$ cat src/rtl/boot_pkg.sv
package boot_pkg;

    typedef enum logic [2:0] {
        B_WAIT,
        B_JUMP,
        B_TEST,
        B_LOAD,
        B_DUMP,
        B_HALT
    } boot_st_t;

    typedef enum logic [1:0] {
        RX_IDLE,
        RX_START,
        RX_DATA,
        RX_STOP
    } rx_st_t;

    typedef enum logic [1:0] {
        M_JUMP = 2'd0,
        M_TEST = 2'd1,
        M_LOAD = 2'd2,
        M_DUMP = 2'd3
    } mode_t;

endpackage

$ cat src/rtl/boot_uart_rx.sv
module boot_uart_rx
    import boot_pkg::*;
#(
    parameter int PRE_DIV     = 2,
    parameter int BAUD_DIV    = 208,
    parameter int SYNC_STAGES = 2
) (
    input  logic       clk,
    input  logic       rst_n,
    input  logic       rx,
    output logic       byte_vld,
    output logic [7:0] byte_data,
    output logic       byte_ferr
);
    localparam int BIT_CYC = PRE_DIV * BAUD_DIV;
    localparam int HALF    = BIT_CYC / 2;
    localparam int CW      = $clog2(BIT_CYC + 1);

    logic [SYNC_STAGES-1:0] sync_q;
    logic                   rx_s;
    rx_st_t                 st_q, st_nx;
    logic [CW-1:0]          cnt_q;
    logic [2:0]             bit_q;
    logic [7:0]             shf_q;
    logic                   at_half, at_full;

    // input synchronizer
    always_ff @(posedge clk) begin
        if (!rst_n) sync_q <= '1;
        else        sync_q <= {sync_q[SYNC_STAGES-2:0], rx};
    end
    assign rx_s = sync_q[SYNC_STAGES-1];

    assign at_half = (cnt_q == CW'(HALF - 1));
    assign at_full = (cnt_q == CW'(BIT_CYC - 1));

    // state register
    always_ff @(posedge clk) begin
        if (!rst_n) st_q <= RX_IDLE;
        else        st_q <= st_nx;
    end

    // next state
    always_comb begin
        st_nx = st_q;
        unique case (st_q)
            RX_IDLE:  if (!rx_s) st_nx = RX_START;
            RX_START: if (at_half) st_nx = rx_s ? RX_IDLE : RX_DATA;
            RX_DATA:  if (at_full && bit_q == 3'd7) st_nx = RX_STOP;
            RX_STOP:  if (at_full) st_nx = RX_IDLE;
            default:  st_nx = RX_IDLE;
        endcase
    end

    // bit timing and shift datapath
    always_ff @(posedge clk) begin
        if (!rst_n) begin
            cnt_q <= '0;
            bit_q <= '0;
            shf_q <= '0;
        end else begin
            unique case (st_q)
                RX_IDLE: begin
                    cnt_q <= '0;
                    bit_q <= '0;
                end
                RX_START: cnt_q <= at_half ? '0 : cnt_q + 1'b1;
                RX_DATA: begin
                    if (at_full) begin
                        cnt_q <= '0;
                        bit_q <= bit_q + 3'd1;
                        shf_q <= {rx_s, shf_q[7:1]};
                    end else begin
                        cnt_q <= cnt_q + 1'b1;
                    end
                end
                RX_STOP: cnt_q <= at_full ? '0 : cnt_q + 1'b1;
                default: cnt_q <= '0;
            endcase
        end
    end

    // outputs, registered
    always_ff @(posedge clk) begin
        if (!rst_n) begin
            byte_vld  <= 1'b0;
            byte_ferr <= 1'b0;
            byte_data <= '0;
        end else begin
            byte_vld  <= (st_q == RX_STOP) && at_full && rx_s;
            byte_ferr <= (st_q == RX_STOP) && at_full && !rx_s;
            if ((st_q == RX_STOP) && at_full) byte_data <= shf_q;
        end
    end

endmodule

$ cat src/rtl/boot_seq.sv
module boot_seq
    import boot_pkg::*;
#(
    parameter int          LOAD_LEN  = 512,
    parameter int          ADDR_W    = 16,
    parameter logic [15:0] BASE_ADDR = 16'h0040
) (
    input  logic              clk,
    input  logic              rst_n,
    input  logic [1:0]        mode_sel,
    input  logic              byte_vld,
    input  logic [7:0]        byte_data,
    input  logic              byte_ferr,
    output logic              wr_en,
    output logic [ADDR_W-1:0] wr_addr,
    output logic [7:0]        wr_data,
    output logic              jump_stb,
    output logic [ADDR_W-1:0] jump_addr,
    output logic              selftest_req,
    output logic              hexdump_en,
    output logic              upload_busy,
    output logic              frame_err
);
    localparam int NW = $clog2(LOAD_LEN + 1);

    boot_st_t       st_q, st_nx;
    logic [NW-1:0]  cnt_q;
    logic           ferr_q;
    logic           last_byte;

    assign last_byte = byte_vld && (cnt_q == NW'(LOAD_LEN - 1));

    // state register
    always_ff @(posedge clk) begin
        if (!rst_n) st_q <= B_WAIT;
        else        st_q <= st_nx;
    end

    // byte counter and sticky framing flag
    always_ff @(posedge clk) begin
        if (!rst_n) begin
            cnt_q  <= '0;
            ferr_q <= 1'b0;
        end else if (st_q == B_LOAD) begin
            if (byte_vld)  cnt_q  <= cnt_q + 1'b1;
            if (byte_ferr) ferr_q <= 1'b1;
        end
    end

    // transitions
    always_comb begin
        st_nx = st_q;
        unique case (st_q)
            B_WAIT: begin
                unique case (mode_t'(mode_sel))
                    M_JUMP: st_nx = B_JUMP;
                    M_TEST: st_nx = B_TEST;
                    M_LOAD: st_nx = B_LOAD;
                    M_DUMP: st_nx = B_DUMP;
                    default: st_nx = B_HALT;
                endcase
            end
            B_LOAD:  if (last_byte) st_nx = B_JUMP;
            B_JUMP:  st_nx = B_HALT;
            B_TEST,
            B_DUMP,
            B_HALT:  st_nx = st_q;
            default: st_nx = B_HALT;
        endcase
    end

    // outputs
    always_comb begin
        wr_en        = 1'b0;
        jump_stb     = 1'b0;
        jump_addr    = '0;
        selftest_req = 1'b0;
        hexdump_en   = 1'b0;
        upload_busy  = 1'b0;
        unique case (st_q)
            B_LOAD: begin
                upload_busy = 1'b1;
                wr_en       = byte_vld;
            end
            B_JUMP: begin
                jump_stb  = 1'b1;
                jump_addr = ADDR_W'(BASE_ADDR);
            end
            B_TEST: selftest_req = 1'b1;
            B_DUMP: hexdump_en   = 1'b1;
            B_WAIT,
            B_HALT: ;
            default: ;
        endcase
    end

    assign wr_addr   = ADDR_W'(BASE_ADDR) + ADDR_W'(cnt_q);
    assign wr_data   = byte_data;
    assign frame_err = ferr_q;

endmodule

$ cat src/rtl/boot_loader.sv
module boot_loader
    import boot_pkg::*;
#(
    parameter int          PRE_DIV   = 2,
    parameter int          BAUD_DIV  = 208,
    parameter int          LOAD_LEN  = 512,
    parameter logic [15:0] BASE_ADDR = 16'h0040
) (
    input  logic        clk,
    input  logic        rst_n,
    input  logic [1:0]  mode_sel,
    input  logic        rx,
    output logic        tx,
    output logic        wr_en,
    output logic [15:0] wr_addr,
    output logic [7:0]  wr_data,
    output logic        jump_stb,
    output logic [15:0] jump_addr,
    output logic        selftest_req,
    output logic        hexdump_en,
    output logic        upload_busy,
    output logic        frame_err
);
    logic       byte_vld;
    logic       byte_ferr;
    logic [7:0] byte_data;

    boot_uart_rx #(
        .PRE_DIV    (PRE_DIV),
        .BAUD_DIV   (BAUD_DIV),
        .SYNC_STAGES(2)
    ) u_rx (
        .clk      (clk),
        .rst_n    (rst_n),
        .rx       (rx),
        .byte_vld (byte_vld),
        .byte_data(byte_data),
        .byte_ferr(byte_ferr)
    );

    boot_seq #(
        .LOAD_LEN (LOAD_LEN),
        .ADDR_W   (16),
        .BASE_ADDR(BASE_ADDR)
    ) u_seq (
        .clk         (clk),
        .rst_n       (rst_n),
        .mode_sel    (mode_sel),
        .byte_vld    (byte_vld),
        .byte_data   (byte_data),
        .byte_ferr   (byte_ferr),
        .wr_en       (wr_en),
        .wr_addr     (wr_addr),
        .wr_data     (wr_data),
        .jump_stb    (jump_stb),
        .jump_addr   (jump_addr),
        .selftest_req(selftest_req),
        .hexdump_en  (hexdump_en),
        .upload_busy (upload_busy),
        .frame_err   (frame_err)
    );

    // transmit line never leaves idle
    assign tx = 1'b1;

endmodule

$ cat config.mk
export PLATFORM = sky130hd
export DESIGN_NAME = boot_loader
export DESIGN_NICKNAME = d
export VERILOG_FILES = /design/src/rtl/boot_pkg.sv /design/src/rtl/boot_uart_rx.sv /design/src/rtl/boot_seq.sv /design/src/rtl/boot_loader.sv
export SDC_FILE = /design/constraint.sdc
export NUM_CORES = 1
export LEC_CHECK = 0
export BUFFER_PORTS_ARGS = -buffer_cell sky130_fd_sc_hd__buf_2
export CAP_MARGIN = 20
export CELL_PAD_IN_SITES_DETAIL_PLACEMENT = 0
export CELL_PAD_IN_SITES_GLOBAL_PLACEMENT = 1
export CORE_UTILIZATION = 36
export CTS_CLUSTER_DIAMETER = 120
export DETAILED_ROUTE_END_ITERATION = 10
export GPL_ROUTABILITY_DRIVEN = 1
export PLACE_DENSITY_LB_ADDON = 0.1
export SLEW_MARGIN = 5
export SYNTH_ARGS = -nofsm -noshare
export SYNTH_HDL_FRONTEND = slang
export SYNTH_SLANG_ARGS = --single-unit
$ cat constraint.sdc
create_clock -name clk -period 1.45 [get_ports clk]
set_clock_uncertainty 0.05 [all_clocks]
set_input_delay 0.0725 -clock clk [delete_from_list [all_inputs] [get_ports clk]]
set_output_delay 0.0725 -clock clk [all_outputs]
set_load 0.05 [all_outputs]
==> results of run 1 <==
[final timing paths]
kind,slack (ns),cells after the start,endpoint,from
max,-0.03,5,u_rx.shf_q[4],u_rx.cnt_q[5]
min,0.03,3,u_seq.st_q[1],rst_n
max reg2reg,-0.03,5,u_rx.shf_q[4],u_rx.cnt_q[5]
min reg2reg,0.37,1,u_rx.sync_q[1],u_rx.sync_q[0]
[worst max-delay path: stages, from the launching register on]
cell       delay (ns)
dfxtp_2          0.33
nand4bb_4        0.27
nor4_4           0.28
buf_4            0.21
mux2i_1          0.19
nor2b_1          0.06
[repair_timing]
action / in CTS / in global routing
cloned: 1 / 0
resized for setup: 17 / 44
pin swaps: 0 / 11
buffers inserted: 0 / 1
hold endpoints to repair: 1 / 0
hold buffers: 1 / 0
endpoints found under the setup margin: 34 / 41
[through the flow]
stage | hold WS [ns] | setup WS, ns | total power (µW)
5_1_grt | 0.01577 | -0.1392 | 2650
2_1_floorplan | 0.1240 | -0.02105 | 1700
6_report | 0.02749 | -0.03409 | 2517
4_1_cts | 0.02161 | -0.04862 | 2542
3_3_place_gp | 0.2174 | -0.1386 | 1711
3_5_place_dp | 0.2233 | -0.1236 | 1711
[routing by layer]
metal | vias up | share of wire (%) | wire length [µm] | GRT usage, %
met5 | - | 0 | 0 | 0
met1 | 789 | 49 | 2151 | 17.14
met4 | 0 | 1.1 | 48 | 4.702
met2 | 31 | 47 | 2026 | 21.39
li1 | 897 | - | - | -
met3 | 5 | 2.7 | 119 | 2.783
[flip-flops by register name, summed over array words and instances (netlist names), named ones only]
name             flops
u_seq.cnt_q         10
u_rx.cnt_q           9
u_rx.byte_data       8
u_rx.shf_q           8
u_rx.bit_q           3
u_seq.st_q           3
u_rx.sync_q          2
u_rx.byte_ferr       1
u_rx.byte_vld        1
u_rx.st_q            1
u_seq.frame_err      1
[cells by family (layout without fill, tap and decap cells)]
group,after synthesis,count (layout)
mux,16,16
flops,48,48
other cells,2,21
fa+ha+maj,8,8
simple gates,100,100
buf+inv,43,79
xor+xnor,17,17
compound gates,20,20
[synthesized netlist by cell type, drive strengths merged (4+ instances only)]
library cell / count / area (µm²)
nand2: 16 / 60.06
a21boi: 4 / 30.03
mux2i: 16 / 160.2
nand2b: 5 / 31.28
dfxtp: 48 / 960.9
buf: 32 / 239.0
nor2b: 19 / 118.9
xor2: 5 / 43.79
xnor2: 12 / 105.1
nor3: 5 / 25.02
nor2: 20 / 75.07
and2: 10 / 62.56
o21ai: 5 / 25.02
inv: 7 / 26.28
nand3: 11 / 55.05
clkbuf: 4 / 15.01
ha: 8 / 100.1
[power groups by stage]
stage	combinational [µW]	sequential (µW)	clock, µW
after detailed placement	328	1380	0
after global routing	386	1360	907
final	361	1350	803
after CTS	338	1350	853
after floorplan	316	1380	0
after global placement	329	1380	0
[cell type report]
type | instances | area, µm²
fillers | 633 | 3314
multi-input cells | 182 | 1369
inverters | 7 | 30.03
clock inverters | 3 | 23.77
repair buffers | 64 | 475.5
clock buffers | 5 | 68.82
flip-flops and latches | 48 | 972.2
well taps | 77 | 96.34
==> metrics.cfg, run 1 <==
[logic_synthesis]
synth_compound_gate_area_share_pct = 6.144
syn_area_mm2 = 0.002362
yosysSeqAreaShare_pct = 40.68
synth_top_family_by_area = simple AND/OR/NAND/NOR gates
synth-edff-count = 0
syn_inst = 254
synthXorXnorAreaFrac_pct = 6.303
synth-simple-area-share_pct = 23.68
syn_avg_cell_area_um2 = 9.300
yosys-mux-area-fraction_pct = 6.780
synthAdderAreaFrac_pct = 4.237
synth_flop_cell = dfxtp_1
ys_async_sr_fraction_pct = 0
synth_warnings = 0
synth.ff_latch_count = 48
ys_types = 38

[grt]
grt_pass1_wl_um = 7389
track_usage_pct = 13.13
grt_max_degree = 38
overflow = 0
grt_pass1_vias = 1606
grt_antenna_before_repair = 0

[timing]
finalSetupViolCount = 13
final.min_clock_period_ns = 1.484
slew_viol_final = 0
setup_tns_ns = -0.1435
hold_violations = 0
setup_slack_ns = -0.03409
fmax_mhz = 673.8
grt_setup_unrepaired = true
final.period_utilization_pct = 102.4

[clock_network]
cts_tree = built
clock_sinks = 48
cts-buffers-inserted = 5
cts_max_level = 2
clk_latency_ns = 0.30
clk_pin_slew_ns = 0.09
clk_path_buf_depth = 2
root_buffer = clkbuf_8

[power_and_ir_drop]
power.density_mw_per_mm2 = 829.1
combinationalPowerShare_pct = 14.4
peakVddDrop_uv = 590.0
p_leak_uw = 0.001243
internal-power_uw = 1780
clockPowerShare_pct = 31.9
p_sw_uw = 737.0
pwr-share-seq_pct = 53.8
sw_frac_of_total_pct = 29.28

[final_layout]
final_cell_mix = dfxtp_1 (39), buf_4 (29), conb_1 (21), buf_2 (21), nor2b_1 (19)
finalNetCount = 321
area_growth_syn_to_layout_pct = 28.50
antennaDiodeCount = 0
fin_cells = 386
fin_area_mm2 = 0.003035
final_common_cell = dfxtp_1
drive_above_1_share_pct = 36.89
final_util_pct = 47.80

[worst_setup_path]
endpoint_kind = register
crit_type = reg2reg
startpoint_type = register
worstPathRequired_ns = 1.60
cp_max_fo = 5
arrival_ns = 1.64

[place]
hpwlAfterDp_um = 3025
placedCellCount = 375
gp_congestion = 0.6924
dpl-instance-area_mm2 = 0.002709
port_buffers = 30

[detailed_routing]
firstDrtPassIters = 4
antenna_left = 0
viasPerCell = 4.461
route.detailed.drc = 0
wl_um = 4346
vias = 1722
dr.first_iter.drc_count = 26
routedWlPerCell_um = 11.26

[die]
start_util_pct = 37.20
io_pins = 52
die_area_mm2 = 0.006890
core-area_mm2 = 0.006350
die_h_um = 83.01
num_rows = 29
fp.dieW_um = 83.01

[run]
drv_cap = 0

[hold_path]
min_path_type = in2reg

[run_status]
violations = negative setup slack
status = finished, violations left

Note: power is estimated with default switching activity, not from simulation.
==> run 2, diff against run 1 <==
--- a/config.mk
+++ b/config.mk
@@ -9,11 +9,12 @@
 export CAP_MARGIN = 20
 export CELL_PAD_IN_SITES_DETAIL_PLACEMENT = 0
 export CELL_PAD_IN_SITES_GLOBAL_PLACEMENT = 1
-export CORE_UTILIZATION = 36
+export CORE_UTILIZATION = 40
 export CTS_CLUSTER_DIAMETER = 120
 export DETAILED_ROUTE_END_ITERATION = 10
 export GPL_ROUTABILITY_DRIVEN = 1
 export PLACE_DENSITY_LB_ADDON = 0.1
+export SKIP_CTS_REPAIR_TIMING = 1
 export SLEW_MARGIN = 5
 export SYNTH_ARGS = -nofsm -noshare
 export SYNTH_HDL_FRONTEND = slang
==> constraint.sdc (replaced) <==
create_clock -name clk -period 1.6 [get_ports clk]
set_clock_uncertainty 0.05 [all_clocks]
set_input_delay 0.08 -clock clk [delete_from_list [all_inputs] [get_ports clk]]
set_output_delay 0.08 -clock clk [all_outputs]
set_load 0.05 [all_outputs]
==> run 2 against run 1 <==
Net effect:
- the run now ends clean
- register-to-register slack better by 0.14 ns
- via count down 3.1%
- sequential power down 9.6%
- wire length down 7.6%
- non-clock buffer count down 10
- final area down 8.3%
- critical path depth down 2
- critical endpoint is now wr_addr[10]
==> metrics.cfg, run 2 (same netlist as run 1, synthesis figures left out) <==
[run_status]
status = completed

[final_layout]
final_cell_mix = dfxtp_1 (44), buf_2 (29), conb_1 (21), buf_4 (21), nor2b_1 (19)
multiInputGateArea_mm2 = 0.001262
top_register = u_seq.cnt_q
final_util_pct = 49.62
drive_above_1_share_pct = 25.84
n_fill_cell = 570
final_common_cell = dfxtp_1
finalNetCount = 311
largest_reg_flops = 10
antennaDiodeCount = 0
register_area_um2 = 965.9
top_regs = u_seq.cnt_q x10, u_rx.cnt_q x9
area_growth_syn_to_layout_pct = 17.80

[grt]
use_met1_pct = 17.77
grt_pass1_vias = 1413
grt_use_met2_pct = 20.70
track_usage_pct = 13.43
grt_pass1_wl_um = 6541
grt.busiest_layer = met2
grt_antenna_before_repair = 0
overflow = 0
grt_util_met3_pct = 3.908
grt_max_degree = 42

[place]
port_buffers = 30
gp_congestion = 0.7110
hpwlAfterDp_um = 2784

[die]
num_rows = 27
io_pins = 52
die_area_mm2 = 0.006217
core-area_mm2 = 0.005608
die_h_um = 78.85
fp.dieW_um = 78.85
start_util_pct = 42.12

[detailed_routing]
routedWlPerCell_um = 10.85
vias = 1668
dr.first_iter.drc_count = 30
wl_um = 4015
antenna_left = 0
viasPerCell = 4.508
route.detailed.drc = 0
firstDrtPassIters = 4

[worst_setup_path]
path_cells = ha_2 -> and3_1 -> buf_2
cp.buffers_inverters = 1
crit_type = reg2out
endpoint_kind = primary output
cp_top_family = flip-flops
crit_path_top_delay_cell = dfxtp_1
r2r-end = u_rx.shf_q[3]
r2r_start = u_rx.cnt_q[6]
cp_max_fo = 4
regToRegSetupSlack_ns = 0.11
startpoint_type = register
crit_path_max_incr_delay_ns = 0.43
arrival_ns = 1.39
reg2reg_depth = 5
worstPathRequired_ns = 1.47

[hold_path]
min_path_type = in2reg
hold-path-endpoint = u_rx.bit_q[1]
hold_depth = 5
min-delay-start = rst_n

[clock_network]
clk_pin_slew_ns = 0.09
cts_max_level = 2
clk_path_buf_depth = 2
clk_latency_ns = 0.29
cts-buffers-inserted = 5
cts_tree = built
root_buffer = clkbuf_8
clock_sinks = 48

[power_and_ir_drop]
power.density_mw_per_mm2 = 811.5
p_leak_uw = 0.001166
peakVddDrop_uv = 443.1
fin_total_pwr_uw = 2258

[timing]
final.min_clock_period_ns = 1.521
final.period_utilization_pct = 95.08
fmax_mhz = 657.3
hold_violations = 0
finalSetupViolCount = 0
slew_viol_final = 0

[run]
drv_cap = 0

[run 2: metal layers]
metal  vias to the layer above  part of all wire, %  routed length [µm]
li1                        880                    -                   -
met1                       743                   51                2044
met2                        40                   43                1729
met3                         5                  4.9                 198
met4                         0                  1.1                  43
met5                         -                    0                   0
[run 2: cell type report]
class | instances | share of cell area (%)
multi-input cells | 182 | 45.37
flip-flops and latches | 48 | 34.71
clock inverters | 1 | 0.3147
inverters | 7 | 1.079
clock buffers | 6 | 2.968
well taps | 72 | 3.237
repair buffers | 54 | 12.32
[run 2: report_power, final]
group	total, µW	switching [µW]	internal, µW
clock network	740	395	345
registers	1220	13.6	1210
logic	296	226	70.2
total	2260	634	1620
[run 2: worst max path at each step]
stage	slack (ns)	endpoint	depth (start not counted)	startpoint
final	0.08	wr_addr[10]	3	u_seq.cnt_q[6]
after global routing	-0.001	u_rx.shf_q[3]	5	u_rx.cnt_q[6]
after floorplan	0.05	u_rx.shf_q[0]	6	u_rx.cnt_q[0]
after detailed placement	-0.03	u_rx.shf_q[0]	6	u_rx.cnt_q[0]
after global placement	0.01	u_rx.shf_q[2]	6	u_rx.cnt_q[0]
after CTS	-0.04	u_rx.shf_q[0]	6	u_rx.cnt_q[0]
[run 2: worst min-delay path, stage by stage]
cell and delay, ns:
buf_2 0.12, nand2_1 0.08, nor2_1 0.05, nand3_1 0.07, o21ai_0 0.07
[run 2: per-stage QoR]
step                      instances  instance area [µm²]  worst slack (ns)  hold WS, ns   TNS (ns)
after floorplan                 273                 2447           0.04640       0.1315          0
after global placement          360                 2591           0.01100       0.2111          0
after detailed placement        360                 2591          -0.03378       0.2125    -0.2170
after CTS                       367                 2683          -0.04478      -0.1021    -0.3270
after global routing            370                 2783         -0.001160       0.1973  -0.001160
final                           370                 2783           0.07874       0.1693          0
